--- config.mk ---
export PLATFORM = sky130hd
export DESIGN_NAME = event_timer
export DESIGN_NICKNAME = d
export VERILOG_FILES = /design/src/rtl/cet_pkg.sv /design/src/rtl/cet_prescale.sv /design/src/rtl/cet_evt_detect.sv /design/src/rtl/cet_count_core.sv /design/src/rtl/event_timer.sv
export SDC_FILE = /design/constraint.sdc
export NUM_CORES = 1
export LEC_CHECK = 0
export BUFFER_PORTS_ARGS = -buffer_cell sky130_fd_sc_hd__buf_2
export CAP_MARGIN = 25
export CORE_ASPECT_RATIO = 0.9
export CORE_MARGIN = 4
export CORE_UTILIZATION = 45
export CTS_CLUSTER_SIZE = 8
export DETAILED_ROUTE_END_ITERATION = 16
export PLACE_DENSITY_LB_ADDON = 0.15
export REMOVE_ABC_BUFFERS = 1
export SETUP_SLACK_MARGIN = 0.5
export SYNTH_ARGS = -nofsm -noshare
export SYNTH_HDL_FRONTEND = slang
export SYNTH_HIERARCHICAL = 1
export SYNTH_SLANG_ARGS = --single-unit
export TNS_END_PERCENT = 100
--- constraint.sdc ---
create_clock -name clk -period 5.8 [get_ports clk]
set_input_delay 0.58 -clock clk [delete_from_list [all_inputs] [get_ports clk]]
set_output_delay 0.58 -clock clk [all_outputs]
set_load 0.005 [all_outputs]
--- src/rtl/cet_pkg.sv ---
package cet_pkg;

    typedef enum logic [1:0] {
        MODE_IDLE  = 2'd0,
        MODE_TIMER = 2'd1,
        MODE_EVENT = 2'd2
    } run_mode_e;

    typedef struct packed {
        logic halt;
        logic go_tmr;
        logic go_evt;
    } cmd_t;

    // Stop outranks start-timer, which outranks start-event.
    function automatic run_mode_e next_mode(input cmd_t c, input run_mode_e cur);
        if (c.halt)        return MODE_IDLE;
        else if (c.go_tmr) return MODE_TIMER;
        else if (c.go_evt) return MODE_EVENT;
        else               return cur;
    endfunction

endpackage

--- src/rtl/cet_prescale.sv ---
module cet_prescale #(
    parameter int DIV = 32
) (
    input  logic clk,
    input  logic rst,
    input  logic clr,
    input  logic mc_en,
    output logic tick
);
    localparam int PW = (DIV > 1) ? $clog2(DIV) : 1;
    localparam logic [PW-1:0] LAST = PW'(DIV - 1);

    logic [PW-1:0] pre_q;

    assign tick = mc_en && !clr && (pre_q == LAST);

    always_ff @(posedge clk) begin
        if (rst || clr)
            pre_q <= '0;
        else if (mc_en)
            pre_q <= (pre_q == LAST) ? '0 : pre_q + PW'(1);
    end
endmodule

--- src/rtl/cet_evt_detect.sv ---
module cet_evt_detect #(
    parameter int GAP = 3
) (
    input  logic clk,
    input  logic rst,
    input  logic pin,
    input  logic armed,
    input  logic clr_gap,
    input  logic mc_en,
    output logic evt
);
    localparam int GW = $clog2(GAP + 1);

    logic          s1_q, s2_q, prev_q;
    logic [GW-1:0] gap_q;
    logic          fall;

    assign fall = prev_q && !s2_q;
    assign evt  = armed && fall && (gap_q == '0);

    always_ff @(posedge clk) begin
        if (rst) begin
            s1_q   <= 1'b1;
            s2_q   <= 1'b1;
            prev_q <= 1'b1;
        end else begin
            s1_q   <= pin;
            s2_q   <= s1_q;
            prev_q <= s2_q;
        end
    end

    always_ff @(posedge clk) begin
        if (rst || clr_gap)
            gap_q <= '0;
        else if (evt)
            gap_q <= GW'(GAP);
        else if (mc_en && gap_q != '0)
            gap_q <= gap_q - GW'(1);
    end
endmodule

--- src/rtl/cet_count_core.sv ---
module cet_count_core #(
    parameter int W = 8
) (
    input  logic         clk,
    input  logic         rst,
    input  logic         ld,
    input  logic [W-1:0] ld_val,
    input  logic         inc,
    input  logic         flag_clr,
    input  logic         irq_en,
    output logic [W-1:0] cnt,
    output logic         flag,
    output logic         irq,
    output logic         wrap
);
    localparam logic [W-1:0] ALL1 = {W{1'b1}};

    logic [W-1:0] cnt_q;
    logic         flag_q, irq_q;

    assign wrap = inc && !ld && (cnt_q == ALL1);
    assign cnt  = cnt_q;
    assign flag = flag_q;
    assign irq  = irq_q;

    always_ff @(posedge clk) begin
        if (rst) begin
            cnt_q  <= '0;
            flag_q <= 1'b0;
            irq_q  <= 1'b0;
        end else begin
            if (ld)
                cnt_q <= ld_val;
            else if (inc)
                cnt_q <= cnt_q + W'(1);

            if (wrap)
                flag_q <= 1'b1;
            else if (flag_clr)
                flag_q <= 1'b0;

            irq_q <= wrap && irq_en;
        end
    end
endmodule

--- src/rtl/event_timer.sv ---
module event_timer #(
    parameter int CNT_W   = 8,
    parameter int PRE_DIV = 32,
    parameter int EVT_GAP = 3
) (
    input  logic             clk,
    input  logic             rst,
    input  logic             mc_en,
    input  logic             ld_en,
    input  logic [CNT_W-1:0] ld_data,
    output logic [CNT_W-1:0] rd_data,
    input  logic             go_timer,
    input  logic             go_event,
    input  logic             halt,
    input  logic             ext_pin,
    input  logic             irq_en,
    input  logic             tof_test,
    output logic             tof,
    output logic             irq
);
    import cet_pkg::*;

    cmd_t      cmd;
    run_mode_e mode_q;
    logic      tmr_start, evt_start;
    logic      pre_tick, evt_tick, inc, wrap;
    logic      run_idle;

    assign cmd       = '{halt: halt, go_tmr: go_timer, go_evt: go_event};
    assign tmr_start = go_timer && !halt;
    assign evt_start = go_event && !go_timer && !halt;
    assign run_idle  = (mode_q == MODE_IDLE);

    always_ff @(posedge clk) begin
        if (rst)
            mode_q <= MODE_IDLE;
        else
            mode_q <= next_mode(cmd, mode_q);
    end

    cet_prescale #(.DIV(PRE_DIV)) u_pre (
        .clk   (clk),
        .rst   (rst),
        .clr   (tmr_start),
        .mc_en (mc_en),
        .tick  (pre_tick)
    );

    cet_evt_detect #(.GAP(EVT_GAP)) u_evt (
        .clk     (clk),
        .rst     (rst),
        .pin     (ext_pin),
        .armed   (mode_q == MODE_EVENT),
        .clr_gap (evt_start),
        .mc_en   (mc_en),
        .evt     (evt_tick)
    );

    assign inc = ((mode_q == MODE_TIMER) && pre_tick) ||
                 ((mode_q == MODE_EVENT) && evt_tick);

    cet_count_core #(.W(CNT_W)) u_core (
        .clk      (clk),
        .rst      (rst),
        .ld       (ld_en),
        .ld_val   (ld_data),
        .inc      (inc),
        .flag_clr (tof_test),
        .irq_en   (irq_en),
        .cnt      (rd_data),
        .flag     (tof),
        .irq      (irq),
        .wrap     (wrap)
    );
endmodule

==> impl_table.tex <==
\begin{tabular}{lr}
\hline
Metric & Value \\
\hline
\multicolumn{2}{l}{\textbf{Run status}} \\
\quad Run status & finished clean \\
\multicolumn{2}{l}{\textbf{Clocking}} \\
\quad Post-CTS Setup Inserts & 0 \\
\quad Post-CTS sizing & 0 \\
\quad CTS Root Cell & clkbuf\_4 \\
\quad Number of buffers added to fix hold violations after cts & 0 \\
\quad Number of sinks on the clock net & 22 \\
\quad \# H-tree levels & 1 \\
\quad Later-pin clock latency in the skew report & about 0.30 ns \\
\quad Maximum clock path buffer count & 2 \\
\quad Clock transition at the registers of the reported paths & around 0.11 ns \\
\quad CTS tree & done \\
\quad TritonCTS Buffers & 3 \\
\multicolumn{2}{l}{\textbf{Logic synthesis}} \\
\quad Post-synthesis area per instance & 9.373 um2 \\
\quad Post-synthesis cell area & around 1100 um2 \\
\quad Synthesis warning total & 6 \\
\quad Number of instances in the synthesized netlist & between 100 and 150 \\
\multicolumn{2}{l}{\textbf{Routing}} \\
\quad DR DRC count & 0 \\
\quad Per-cell via count in the routed design & about 5.4 \\
\quad Number of nets with antenna violations after detailed routing & 0 \\
\quad TritonRoute pass-1 iters & 4 \\
\quad Total via count after detailed routing & $\sim$900 \\
\quad Post-Route WL & 2233 um \\
\quad Routed wirelength normalized by instance count & approximately 13 um \\
\quad Initial drt markers & 16 \\
\multicolumn{2}{l}{\textbf{Floorplan}} \\
\quad Area enclosed by the die boundary & around 3300 um2 \\
\quad Placeable core region & about 2200 um2 \\
\quad Top-level port count & 28 \\
\quad Die extent in x & $\sim$60 um \\
\quad Vertical die dimension & 54.63 um \\
\quad Core Rows & 16 \\
\quad Initial standard-cell utilization of the core & around half \\
\multicolumn{2}{l}{\textbf{Timing}} \\
\quad RSZ-0062 raised after global routing & false \\
\quad Tightest hold margin & between 0.4 and 0.5 ns \\
\quad Worst slew margin relative to its limit & roughly three quarters \\
\quad Final sum of negative setup slack & 0 ns \\
\quad Final clock skew & approximately 0.0035 ns \\
\quad Count of final hold-check violations & 0 \\
\quad Part of the cycle the worst path needs & about two fifths \\
\quad Clock period minus final worst setup slack & 2.324 ns \\
\quad Final setup violation count & 0 \\
\quad Number of slew-limit violations in the final report & 0 \\
\quad Least-Margin Pin Slew & between 0.3 and 0.4 ns \\
\quad Top achievable clock speed & 430.4 MHz \\
\multicolumn{2}{l}{\textbf{Finish}} \\
\quad Final core area utilization & a little under three fifths \\
\quad Number of nets in the layout & $\sim$170 \\
\quad Area growth from synthesis to final layout & 14.27\% \\
\quad Most common cell after layout, fill and taps aside & buf\_2 \\
\quad Number of antenna diodes & 0 \\
\quad Most frequent cells in the layout & buf\_2 (27), dfxtp\_1 (22), nor2\_1 (12) \\
\quad Layout cell share with drive strength beyond 1 & 26.95\% \\
\multicolumn{2}{l}{\textbf{Min path}} \\
\quad Min-delay worst type & reg2reg \\
\quad Worst hold start & u\_evt/s1\_q\$\_SDFF\_PP1\_ \\
\quad Number of cells on the worst hold path & 1 \\
\multicolumn{2}{l}{\textbf{Setup path}} \\
\quad Maximum fanout along the worst path & 8 \\
\quad CP Capture Type & register \\
\quad Required time of the critical path & about 6 ns \\
\quad WP data arrival & between 2 and 3 ns \\
\quad Type of origin of the critical path & register \\
\quad Path type of the worst setup path & reg2reg \\
\quad Cell depth of the worst flop-to-flop path & 10 \\
\quad Launching instance or port of the critical path & u\_pre/pre\_q[0]\$\_SDFFE\_PP0P\_ \\
\quad Startpoint of the worst register-to-register path & u\_pre/pre\_q[0]\$\_SDFFE\_PP0P\_ \\
\multicolumn{2}{l}{\textbf{GRT}} \\
\quad Tot GR Track Use & between 10\% and 20\% \\
\quad Maximum number of pins on one net before global-route repair & 21 \\
\quad Vias in the first global route & approximately 850 \\
\quad Global-route wire length before repair & $\sim$3600 um \\
\quad Initial antenna violation count & 0 \\
\quad Total grt overflow & 0 \\
\multicolumn{2}{l}{\textbf{Place}} \\
\quad Final RePlAce weighted congestion & 0.7167 \\
\quad Dpl hpwl & around 1700 um \\
\quad Total of buffers placed on input and output ports & 27 \\
\multicolumn{2}{l}{\textbf{Job}} \\
\quad Max Cap Viol & 0 \\
\multicolumn{2}{l}{\textbf{Power}} \\
\quad Power per unit of standard cell area & roughly 210 nW/um2 \\
\quad Total power after layout & 263.7 uW \\
\quad P\_leak & $\sim$0.55 nW \\
\quad Maximum vdd ir drop & $\sim$0.00018 V \\
\hline
\end{tabular}
## path summary, 6_finish.rpt
| path | endpoint | slack [ns] |
|---|---|---|
| hold reg to reg | u_evt/s2_q$_SDFF_PP1_ | 0.43 |
| hold / removal | u_evt/s2_q$_SDFF_PP1_ | 0.43 |
| setup / recovery | u_core/cnt[6]$_SDFFE_PP0P_ | 3.48 |
| setup reg to reg | u_core/cnt[6]$_SDFFE_PP0P_ | 3.48 |
## where the power goes
part           total [mW]  internal [mW]  switching, mW
Sequential          0.165          0.158        0.00720
Combinational      0.0331         0.0164         0.0166
Clock              0.0659         0.0242         0.0417
## sequential cells by signal (all words and copies together) (netlist names)
register,count
mode_q,2
u_core/cnt,8
u_core/flag,1
u_core/irq,1
u_evt/gap_q,2
u_evt/prev_q,1
u_evt/s1_q,1
u_evt/s2_q,1
u_pre/pre_q,5
## routing by layer
metal	up-vias	part of all wire, %	GRT usage (%)	routed length [um]
met4	0	0.81	5.904	18
met5	-	0	0	0
met3	2	6.5	5.189	146
met2	29	43	23.74	969
met1	418	49	18.58	1100
li1	455	-	-	-
## through the flow
step	cell area, um2	cells	setup WS (ns)
5_1_grt	1242	168	3.191
6_report	1242	168	3.476
3_5_place_dp	1220	165	3.485
3_3_place_gp	1220	165	3.580
2_1_floorplan	1051	111	3.698
4_1_cts	1242	168	3.459
## cell type report
type                            count  area, um2
Inverter                            4      15.01
Fill cell                         207      999.7
Tap cell                           27      33.78
Multi-Input combinational cell     85      595.6
Timing Repair Buffer               27      135.1
Clock buffer                        3      22.52
Sequential cell                    22      440.4
## critical path: stages, from the launching register on
cell and delay, ns:
dfxtp_1 0.41, ha_1 0.19, and3_1 0.17, ha_1 0.14, nand2_1 0.06, nor2_1 0.08
nor2b_1 0.13, a22o_1 0.36, nand4_4 0.15, or3_1 0.32, a311oi_1 0.24
Note: power is estimated with default switching activity, not from simulation.
